<file path="src/rtl/strobe_fifo_pkg.sv">
// Shared types for the strobe-handshake FIFO.
// Assumes: nothing beyond the standard language.
package strobe_fifo_pkg;
    timeunit 1ns;
    timeprecision 1ps;

    // Per-cycle view of one synchronised strobe.
    typedef struct packed {
        logic level;   // synchronised strobe level
        logic rise;    // low-to-high change seen this cycle
        logic fall;    // high-to-low change seen this cycle
    } strobe_evt_t;
endpackage

</file>
<file path="src/rtl/strobe_sync.sv">
// Brings one asynchronous strobe into the clock domain and flags its edges.
// Assumes: the strobe stays at each level for longer than one clock period.
module strobe_sync
    import strobe_fifo_pkg::*;
#(
    parameter int STAGES = 2
) (
    input  logic        clk,
    input  logic        rst_n,
    input  logic        strobe_raw,
    output strobe_evt_t evt
);
    timeunit 1ns;
    timeprecision 1ps;

    localparam int TAPS = STAGES + 1;

    logic [TAPS-1:0] pipe_q;

    // Shift the raw strobe through the synchroniser plus one history flop.
    always_ff @(posedge clk) begin
        if (!rst_n) pipe_q <= '0;
        else        pipe_q <= {pipe_q[TAPS-2:0], strobe_raw};
    end

    // Compare the synchronised level with its previous sample.
    always_comb begin
        evt.level = pipe_q[STAGES-1];
        evt.rise  = pipe_q[STAGES-1] & ~pipe_q[STAGES];
        evt.fall  = ~pipe_q[STAGES-1] & pipe_q[STAGES];
    end
endmodule

</file>
<file path="src/rtl/strobe_fifo_store.sv">
// Dual-port register array: one synchronous write port, one combinational read port.
// Assumes: the controller never writes a slot that holds an unread word.
module strobe_fifo_store #(
    parameter int DATA_W = 4,
    parameter int DEPTH  = 64,
    parameter int AW     = 6
) (
    input  logic              clk,
    input  logic              wr_en,
    input  logic [AW-1:0]     wr_addr,
    input  logic [DATA_W-1:0] wr_data,
    input  logic [AW-1:0]     rd_addr,
    output logic [DATA_W-1:0] rd_data
);
    timeunit 1ns;
    timeprecision 1ps;

    logic [DATA_W-1:0] cells_q [DEPTH];

    // Store the incoming word in the addressed slot.
    always_ff @(posedge clk) begin
        if (wr_en) cells_q[wr_addr] <= wr_data;
    end

    // Return the addressed slot without delay.
    assign rd_data = cells_q[rd_addr];
endmodule

</file>
<file path="src/rtl/strobe_fifo_ctrl.sv">
// Pointer, occupancy and handshake control for the strobe FIFO.
// The output word is held in a register here.
// Assumes: strobe events come from strobe_sync; the array reads combinationally.
module strobe_fifo_ctrl
    import strobe_fifo_pkg::*;
#(
    parameter int DATA_W = 4,
    parameter int DEPTH  = 64,
    parameter int AW     = 6,
    parameter int CW     = 7
) (
    input  logic              clk,
    input  logic              rst_n,
    input  strobe_evt_t       si_evt,
    input  strobe_evt_t       so_evt,
    output logic              mem_wr_en,
    output logic [AW-1:0]     mem_wr_addr,
    output logic [AW-1:0]     mem_rd_addr,
    input  logic [DATA_W-1:0] mem_rd_data,
    output logic              in_ready,
    output logic              out_ready,
    output logic [DATA_W-1:0] dout
);
    timeunit 1ns;
    timeprecision 1ps;

    localparam logic [CW-1:0] FULL_CNT = CW'(DEPTH);
    localparam logic [AW-1:0] LAST_IDX = AW'(DEPTH - 1);

    logic [AW-1:0]     wr_ptr_q, rd_ptr_q, rd_ptr_nxt, wr_ptr_nxt;
    logic [CW-1:0]     count_q, count_d;
    logic              in_ready_q, out_ready_q, taking_q, si_armed_q;
    logic [DATA_W-1:0] dout_q;
    logic              wr_go, rd_go, load_next, load_fall;

    // Step a pointer forward with wrap at the array end.
    function automatic logic [AW-1:0] ptr_step(input logic [AW-1:0] p);
        return (p == LAST_IDX) ? '0 : p + AW'(1);
    endfunction

    // Decide this cycle's write, read, load and next occupancy.
    always_comb begin
        wr_go      = si_evt.level & (si_evt.rise | si_armed_q) & in_ready_q;
        rd_go      = so_evt.fall & taking_q;
        load_next  = rd_go & (count_q > CW'(1));
        load_fall  = ~out_ready_q & ~taking_q & (count_q != '0);
        count_d    = count_q + CW'(wr_go) - CW'(rd_go);
        rd_ptr_nxt = ptr_step(rd_ptr_q);
        wr_ptr_nxt = ptr_step(wr_ptr_q);
        mem_rd_addr = rd_go ? rd_ptr_nxt : rd_ptr_q;
        mem_wr_en   = wr_go;
        mem_wr_addr = wr_ptr_q;
    end

    // Write side: pointer, pending-strobe memory and input handshake.
    always_ff @(posedge clk) begin
        if (!rst_n) begin
            wr_ptr_q   <= '0;
            si_armed_q <= 1'b0;
            in_ready_q <= 1'b1;
        end else begin
            if (wr_go) wr_ptr_q <= wr_ptr_nxt;
            si_armed_q <= si_evt.level & (si_evt.rise | si_armed_q) & ~wr_go;
            in_ready_q <= ~wr_go & (count_d < FULL_CNT);
        end
    end

    // Occupancy count shared by both sides.
    always_ff @(posedge clk) begin
        if (!rst_n) count_q <= '0;
        else        count_q <= count_d;
    end

    // Read side: pointer, take-in-progress flag, output word and output handshake.
    always_ff @(posedge clk) begin
        if (!rst_n) begin
            rd_ptr_q    <= '0;
            taking_q    <= 1'b0;
            out_ready_q <= 1'b0;
            dout_q      <= '0;
        end else begin
            if (so_evt.rise && out_ready_q) taking_q <= 1'b1;
            else if (!so_evt.level)         taking_q <= 1'b0;

            if (rd_go) rd_ptr_q <= rd_ptr_nxt;

            if (load_next || load_fall) begin
                dout_q      <= mem_rd_data;
                out_ready_q <= 1'b1;
            end else if (so_evt.rise && out_ready_q) begin
                out_ready_q <= 1'b0;
            end
        end
    end

    assign in_ready  = in_ready_q;
    assign out_ready = out_ready_q;
    assign dout      = dout_q;

    AST_NO_OVERFLOW: assert property (@(posedge clk) disable iff (!rst_n) count_q <= FULL_CNT);
    AST_WRITE_ACK: assert property (@(posedge clk) disable iff (!rst_n) wr_go |=> !in_ready_q);
    AST_BUSY_NO_WRITE: assert property (@(posedge clk) disable iff (!rst_n) !in_ready_q |=> $stable(wr_ptr_q));
    AST_FULL_NOT_READY: assert property (@(posedge clk) disable iff (!rst_n) (count_q == FULL_CNT) |-> !in_ready_q);
    AST_TAKE_HOLDS_WORD: assert property (@(posedge clk) disable iff (!rst_n) (so_evt.rise && out_ready_q) |=> (!out_ready_q && $stable(dout_q)));
    AST_EMPTY_HOLD: assert property (@(posedge clk) disable iff (!rst_n) (count_q == '0) |=> $stable(dout_q));
    AST_FALL_THROUGH: assert property (@(posedge clk) disable iff (!rst_n) (!out_ready_q && !taking_q && count_q != '0) |=> out_ready_q);
endmodule

</file>
<file path="src/rtl/strobe_fifo.sv">
// Strobe-handshake FIFO top: two strobe synchronisers, the control block and the array.
// Assumes: DEPTH >= 2; din is stable while shift_in is high.
module strobe_fifo #(
    parameter int DATA_W = 4,
    parameter int DEPTH  = 64
) (
    input  logic              clk,
    input  logic              rst_n,
    input  logic              shift_in,
    input  logic [DATA_W-1:0] din,
    output logic              in_ready,
    input  logic              shift_out,
    output logic              out_ready,
    output logic [DATA_W-1:0] dout
);
    timeunit 1ns;
    timeprecision 1ps;
    import strobe_fifo_pkg::*;

    localparam int AW = $clog2(DEPTH);
    localparam int CW = $clog2(DEPTH + 1);

    strobe_evt_t       si_evt, so_evt;
    logic              mem_wr_en;
    logic [AW-1:0]     mem_wr_addr, mem_rd_addr;
    logic [DATA_W-1:0] mem_rd_data;

    strobe_sync #(.STAGES(2)) u_si_sync (
        .clk(clk), .rst_n(rst_n), .strobe_raw(shift_in), .evt(si_evt)
    );

    strobe_sync #(.STAGES(2)) u_so_sync (
        .clk(clk), .rst_n(rst_n), .strobe_raw(shift_out), .evt(so_evt)
    );

    strobe_fifo_ctrl #(.DATA_W(DATA_W), .DEPTH(DEPTH), .AW(AW), .CW(CW)) u_ctrl (
        .clk(clk), .rst_n(rst_n), .si_evt(si_evt), .so_evt(so_evt),
        .mem_wr_en(mem_wr_en), .mem_wr_addr(mem_wr_addr),
        .mem_rd_addr(mem_rd_addr), .mem_rd_data(mem_rd_data),
        .in_ready(in_ready), .out_ready(out_ready), .dout(dout)
    );

    strobe_fifo_store #(.DATA_W(DATA_W), .DEPTH(DEPTH), .AW(AW)) u_store (
        .clk(clk), .wr_en(mem_wr_en), .wr_addr(mem_wr_addr), .wr_data(din),
        .rd_addr(mem_rd_addr), .rd_data(mem_rd_data)
    );
endmodule

</file>
<file path="config.mk">
export PLATFORM = sky130hd
export DESIGN_NAME = strobe_fifo
export DESIGN_NICKNAME = d
export VERILOG_FILES = /design/src/rtl/strobe_fifo_pkg.sv /design/src/rtl/strobe_sync.sv /design/src/rtl/strobe_fifo_store.sv /design/src/rtl/strobe_fifo_ctrl.sv /design/src/rtl/strobe_fifo.sv
export SDC_FILE = /design/constraint.sdc
export NUM_CORES = 1
export LEC_CHECK = 0
export ABC_AREA = 1
export BUFFER_PORTS_ARGS = -buffer_cell sky130_fd_sc_hd__clkbuf_2
export CAP_MARGIN = 30
export CORE_MARGIN = 1.5
export CORE_UTILIZATION = 68
export CTS_CLUSTER_DIAMETER = 40
export CTS_CLUSTER_SIZE = 10
export DETAILED_ROUTE_END_ITERATION = 16
export GPL_TIMING_DRIVEN = 0
export HOLD_SLACK_MARGIN = 0.1
export MAX_ROUTING_LAYER = met4
export PLACE_DENSITY_LB_ADDON = 0.25
export SLEW_MARGIN = 30
export SYNTH_ARGS = -nofsm -noshare
export SYNTH_HDL_FRONTEND = slang
export SYNTH_SLANG_ARGS = --single-unit
</file>
<file path="constraint.sdc">
create_clock -name clk -period 5.24 [get_ports clk]
set_input_delay 1.048 -clock clk [delete_from_list [all_inputs] [get_ports clk]]
set_output_delay 1.048 -clock clk [all_outputs]
set_load 0.02 [all_outputs]
</file>
* Yosys cells after proc, flatten, opt, wreduce, memory -nomap -nowiden *
Memory sizes are Yosys's and may differ from the RTL's. A register that Yosys moved wholly into a read port is not among the register bits.
Cells that the tools add are included.

word-level totals
  input port bits = 8
  output and inout bits = 6
  ROM bits = 0
  memories = 1
  RAM bits = 256
  word-level logic and storage cells = 51
  register bits after elaboration = 29
  latch bits = 0

operators by class
  order comparisons = 2
  bitwise gates (word level) = 18
  div/mod/pow operators = 0
  reduce and logical (&&, ||, !) cells = 5
  equality and inequality tests = 3
  multiply operators = 0
  mux-type cells = 9
  shift-type cells = 0
  $add $sub $neg = 4

memories
  name             depth  width  read ports  clocked after Yosys merged registers in  wr ports  RTL line                 source
  u_store.cells_q  64     4      1           1                                        1         strobe_fifo_store.sv:18  logic [DATA_W-1:0] cells_q [DEPTH];

operators by type and width
  cell                                                           number
  two-way mux 6 bit                                              3
  adder 6 x 1 -> 6 bit, second input constant                    2
  == test 6 bit, second input constant                           2
  AND 1 bit                                                      11
  adder 7 x 1 -> 7 bit                                           1
  greater-than comparator 7 x 1 -> 1 bit, second input constant  1
  less-than comparator 7 bit, second input constant              1
  nonzero test 7 bit                                             1
  subtractor 7 x 1 -> 7 bit                                      1
  two-way mux 1 bit                                              6
  inverter 1 bit                                                 6
  inequality test 2 x 1 -> 1 bit, second input constant          1
  nonzero test 2 bit                                             1
  logical AND 1 bit                                              1
  logical NOT 1 bit                                              1
  logical OR 1 bit                                               1
  OR 1 bit                                                       1

* Depth between registers and ports, before layout *
  word-level depth = 9
  mapped depth = 18
  mapped depth without buffers = 18

* Modules after synthesis *
From an unflattened synthesis, not the netlist that was laid out.

second synthesis, totals
  cell total of the unflattened synthesis = 1184
  area total of the unflattened synthesis = 12555.8 sq um

by module, submodules not included
  module             instances  area each (sq um)  cells each
  strobe_fifo_store  1          10801.6            944
  strobe_fifo_ctrl   1          1539.0             212
  strobe_sync        2          107.6              14

* Worst setup path before layout *
Ideal clock, no wire load.

  kind = register -> register
  start = reg u_ctrl.in_ready_q (netlist: u_ctrl.in_ready)
  end = reg u_ctrl.in_ready_q (netlist: u_ctrl.in_ready)
  period minus slack after synthesis = 2.461 ns
  library setup time = 0.136 ns
  data arrival time = 2.325 ns
  required time = 5.104 ns
  stages on the path, launching flop included = 16
  slack = 2.779 ns
  cells stage by stage = dfxtp_1 nand3_1 ha_1 inv_1 ha_1 fa_1 inv_1 nor2_1 nor2_1 o21bai_1 inv_1 nor2_1 nor2_1 o21bai_1 xnor2_1 o21ai_0

between the ends
  cells in the longest elaborated chain, start to end = 5
  elaborated cells on any way between the ends = 6

RTL lines
  what                        RTL line                source
  from (decl)                 strobe_fifo_ctrl.sv:32  logic in_ready_q, out_ready_q, taking_q, si_armed_q;
  from (signal assigned)      strobe_fifo_ctrl.sv:64  in_ready_q <= ~wr_go & (count_d < FULL_CNT);
  AND 1 bit (*)               strobe_fifo_ctrl.sv:43  wr_go = si_evt.level & (si_evt.rise | si_armed_q) & in_ready_q;
  adder 7 x 1 -> 7 bit        strobe_fifo_ctrl.sv:47  count_d = count_q + CW'(wr_go) - CW'(rd_go);
  subtractor 7 x 1 -> 7 bit   strobe_fifo_ctrl.sv:47
  less-than comparator 7 bit  strobe_fifo_ctrl.sv:64
  AND 1 bit (*)               strobe_fifo_ctrl.sv:64

Every way passes the cells marked *; elsewhere a longest branch is shown, timed or not.
A chain may end at the register's enable or synchronous reset.

* Worst setup path after layout *
  start = reg u_ctrl.in_ready_q (netlist: u_ctrl.in_ready)
  end = mem u_store.cells_q[32][1] (enable)

between the ends
  cells in the longest elaborated chain, start to end = 3

RTL lines
  what                                     RTL line                 source
  AND 1 bit                                strobe_fifo_ctrl.sv:43
  two-way mux 1 bit                        strobe_fifo_store.sv:22  if (wr_en) cells_q[wr_addr] <= wr_data;
  two-way mux 1 bit (not written as such)  strobe_fifo_store.sv:22
  to (decl)                                strobe_fifo_store.sv:18

Every way passes these cells.

==> flow_summary.ini <==
[outcome]
outcome = finished, final reports clean

[sta]
rsz0062_at_grt = false
whs_ns = 0.416
tightest_slew_ns = 0.937
setup-violations-final = 0
hold_violations = 0
fmaxAchievable_ghz = 0.336
finalSetupTns_ns = 0
slew_violations = 0
min_period_ns = 2.98
finalCritPeriodShare_pct = 56.8
skew_ns = 0.0157
maxSlewHeadroom_pct = 37.3

[worst_setup_path]
crit_fanout = 10
cp-start-kind = register
worstPathArrival_ns = 3.14
r2r_cells = 5
endpoint = u_store.cells_q[32][1]
path_class = reg2reg
endpoint_kind = register
crit_required_ns = 5.40
r2r-end = u_store.cells_q[32][1]
timing.reg2reg.setup_slack_ns = 2.26
reg2reg_from = u_ctrl.in_ready
worstSetupStartpoint = u_ctrl.in_ready

[finish]
multi_input_area_mm2 = 0.00373
nFillCells = 1187
syn2layout_area_growth_pct = 11.9
final_cells = 1584
nets = 1359
final_area_mm2 = 0.0143
fin_util_pct = 77.2
antenna_cells = 0
drive_gt1_share_pct = 8.44
regArea_mm2 = 0.00835

[drt]
drt-initial-drc-count = 1343
wl_per_cell_um = 21.6
via_per_inst = 6.22
routed_wl_mm = 34.2
num_vias = 9850
drtPass1Iterations = 8
remaining_drc_errors = 0
ant_nets = 0

[synth]
ys_warn_count = 0
synth_edf_count = 256
synth_most_common_cell = nand2_1
syn_avg_cell_area_um2 = 10.0
synth_common_cells = nand2_1 (364), nand3_1 (283), edfxtp_1 (256), inv_1 (107), nor2_1 (88)
netlist.area_leader.share_pct = 60.0
synth.distinct_cells = 30
synth.largest_area_cell = edfxtp_1
synthArstFlopShare_pct = 0
seq_area_frac_synth_pct = 65.1
synth_seq_cells = 289
synth_ff_type = edfxtp_1
syn_area_mm2 = 0.0128
synth_area_leaders = edfxtp_1 (60%), nand3_1 (11%), nand2_1 (11%)
syn_inst = 1280
syn_nets = 1306

[die]
die_y_um = 140
core_mm2 = 0.0186
rows = 50
die_area_mm2 = 0.0197
io_pins = 14
die_w_um = 140
start_util_pct = 69.0

[clock_network]
clkSinkCount = 289
holdBufCountCts = 0
h-tree-depth = 2
tritoncts = built
ctsResizeCount = 0
insertion_delay_ns = 0.53
post-cts-setup-buffers = 0
root_buffer = clkbuf_16
cts_buffer_depth = 3
clk_pin_slew_worst_paths_ns = 0.06
cts_buffers = 38

[global_route]
grt.total_usage_pct = 37.0
grt_pass1_wl_mm = 52.0
antenna_found_initial = 0
grt_overflow = 0
grt_max_degree = 65
grt_pass1_vias = 9723

[placement]
dpl.cell_count = 1527
dp_hpwl_mm = 21.5
dpl_cell_area_mm2 = 0.0132
gp_congestion = 0.964
io_buffers = 13

[run]
cap_violations = 0

[power_and_ir_drop]
p_per_area_mw_per_mm2 = 369
p_leak_nw = 5.70
peakVddDrop_mv = 0.326

[min_path]
hp-class = reg2reg
==> how the worst min path moves through the flow <==
stage / start / endpoint / slack (ns) / depth (start not counted)
2_1_floorplan: u_si_sync.pipe_q[0] / u_si_sync.pipe_q[1] / 0.39 / 2
3_3_place_gp: u_si_sync.pipe_q[0] / u_si_sync.pipe_q[1] / 0.40 / 2
3_5_place_dp: u_si_sync.pipe_q[0] / u_si_sync.pipe_q[1] / 0.40 / 2
4_1_cts: u_so_sync.pipe_q[0] / u_so_sync.pipe_q[1] / 0.42 / 2
5_1_grt: u_so_sync.pipe_q[0] / u_so_sync.pipe_q[1] / 0.45 / 2
6_report: u_so_sync.pipe_q[0] / u_so_sync.pipe_q[1] / 0.42 / 2
==> metrics by stage <==
stage	total power, mW	setup WS, ns
final	5.29	2.26
after global routing	5.42	2.17
after CTS	5.28	2.37
after detailed placement	2.92	2.42
after global placement	2.91	2.53
after floorplan	2.80	2.78
==> report_power, final <==
group / total, mW / switching (mW) / leakage (nW) / internal, mW
sequential: 2.57 / 0.0219 / 2.57 / 2.55
combinational: 0.310 / 0.218 / 2.56 / 0.0924
clock: 2.41 / 0.917 / 0.563 / 1.50
total: 5.29 / 1.16 / 5.70 / 4.14
==> layer usage <==
layer	vias up	global-route usage (%)	wire, um
met5	-	-	0
met4	0	21.3	1980
met3	168	9.09	4220
met2	686	57.2	16000
met1	4558	44.7	12100
li1	4438	-	-
==> state kept, by name, indices dropped and copies added, names as in the netlist <==
signal and count:
u_store.cells_q 256, u_ctrl.count_q 7, u_ctrl.mem_wr_addr 6, u_ctrl.rd_ptr_q 6, u_ctrl.dout 4, u_si_sync.pipe_q 3, u_so_sync.pipe_q 3, u_ctrl.in_ready 1
u_ctrl.out_ready 1, u_ctrl.si_armed_q 1, u_ctrl.taking_q 1
==> kinds of logic (layout without fill, tap and decap cells) <==
family,after synthesis,count (layout),synth area share (%)
compound gates,32,32,1.39
buf+inv,176,246,5.76
flops,289,289,65.1
fa+ha+maj,18,18,1.82
simple gates,762,762,25.6
xor+xnor,3,3,0.264
==> cells in the final DEF (no fill, tap or decap), types with 2 or more instances in the layout <==
master | Yosys | final
a21oi_1 | 10 | 10
o21bai_1 | 3 | 3
edfxtp_1 | 256 | 256
clkbuf_4 | 0 | 4
o211ai_1 | 4 | 4
or2_2 | 2 | 2
buf_2 | 32 | 32
clkbuf_2 | 0 | 9
o21ai_0 | 15 | 15
clkinv_1 | 2 | 4
nand3_1 | 283 | 283
nand2_2 | 3 | 3
clkbuf_16 | 0 | 41
clkbuf_1 | 11 | 16
inv_1 | 107 | 107
buf_1 | 13 | 13
nor4_1 | 2 | 2
nor3_1 | 7 | 7
clkinvlp_4 | 0 | 2
nor3b_1 | 2 | 2
dfxtp_1 | 33 | 33
bufinv_16 | 0 | 2
nand2_1 | 364 | 364
buf_4 | 10 | 10
clkinv_2 | 0 | 4
ha_1 | 17 | 17
nand4_1 | 8 | 8
nor2_1 | 88 | 88
==> layout make-up <==
type                    count  area share (%)
well taps                 234            2.04
flip-flops and latches    289            58.2
plain buffers              66            2.27
clock buffers              46            7.29
clock inverters            11           0.759
inverters                 110            2.88
multi-input cells         815            26.0
repair buffers             13           0.524
==> worst max-delay path: stages (launching register included) <==
cell and delay (ns):
dfxtp_1 0.37, nand3_1 0.28, inv_1 0.15, clkbuf_1 0.33
nand4_1 0.82, nor2_1 0.66
(Power assumes the default switching activity.)
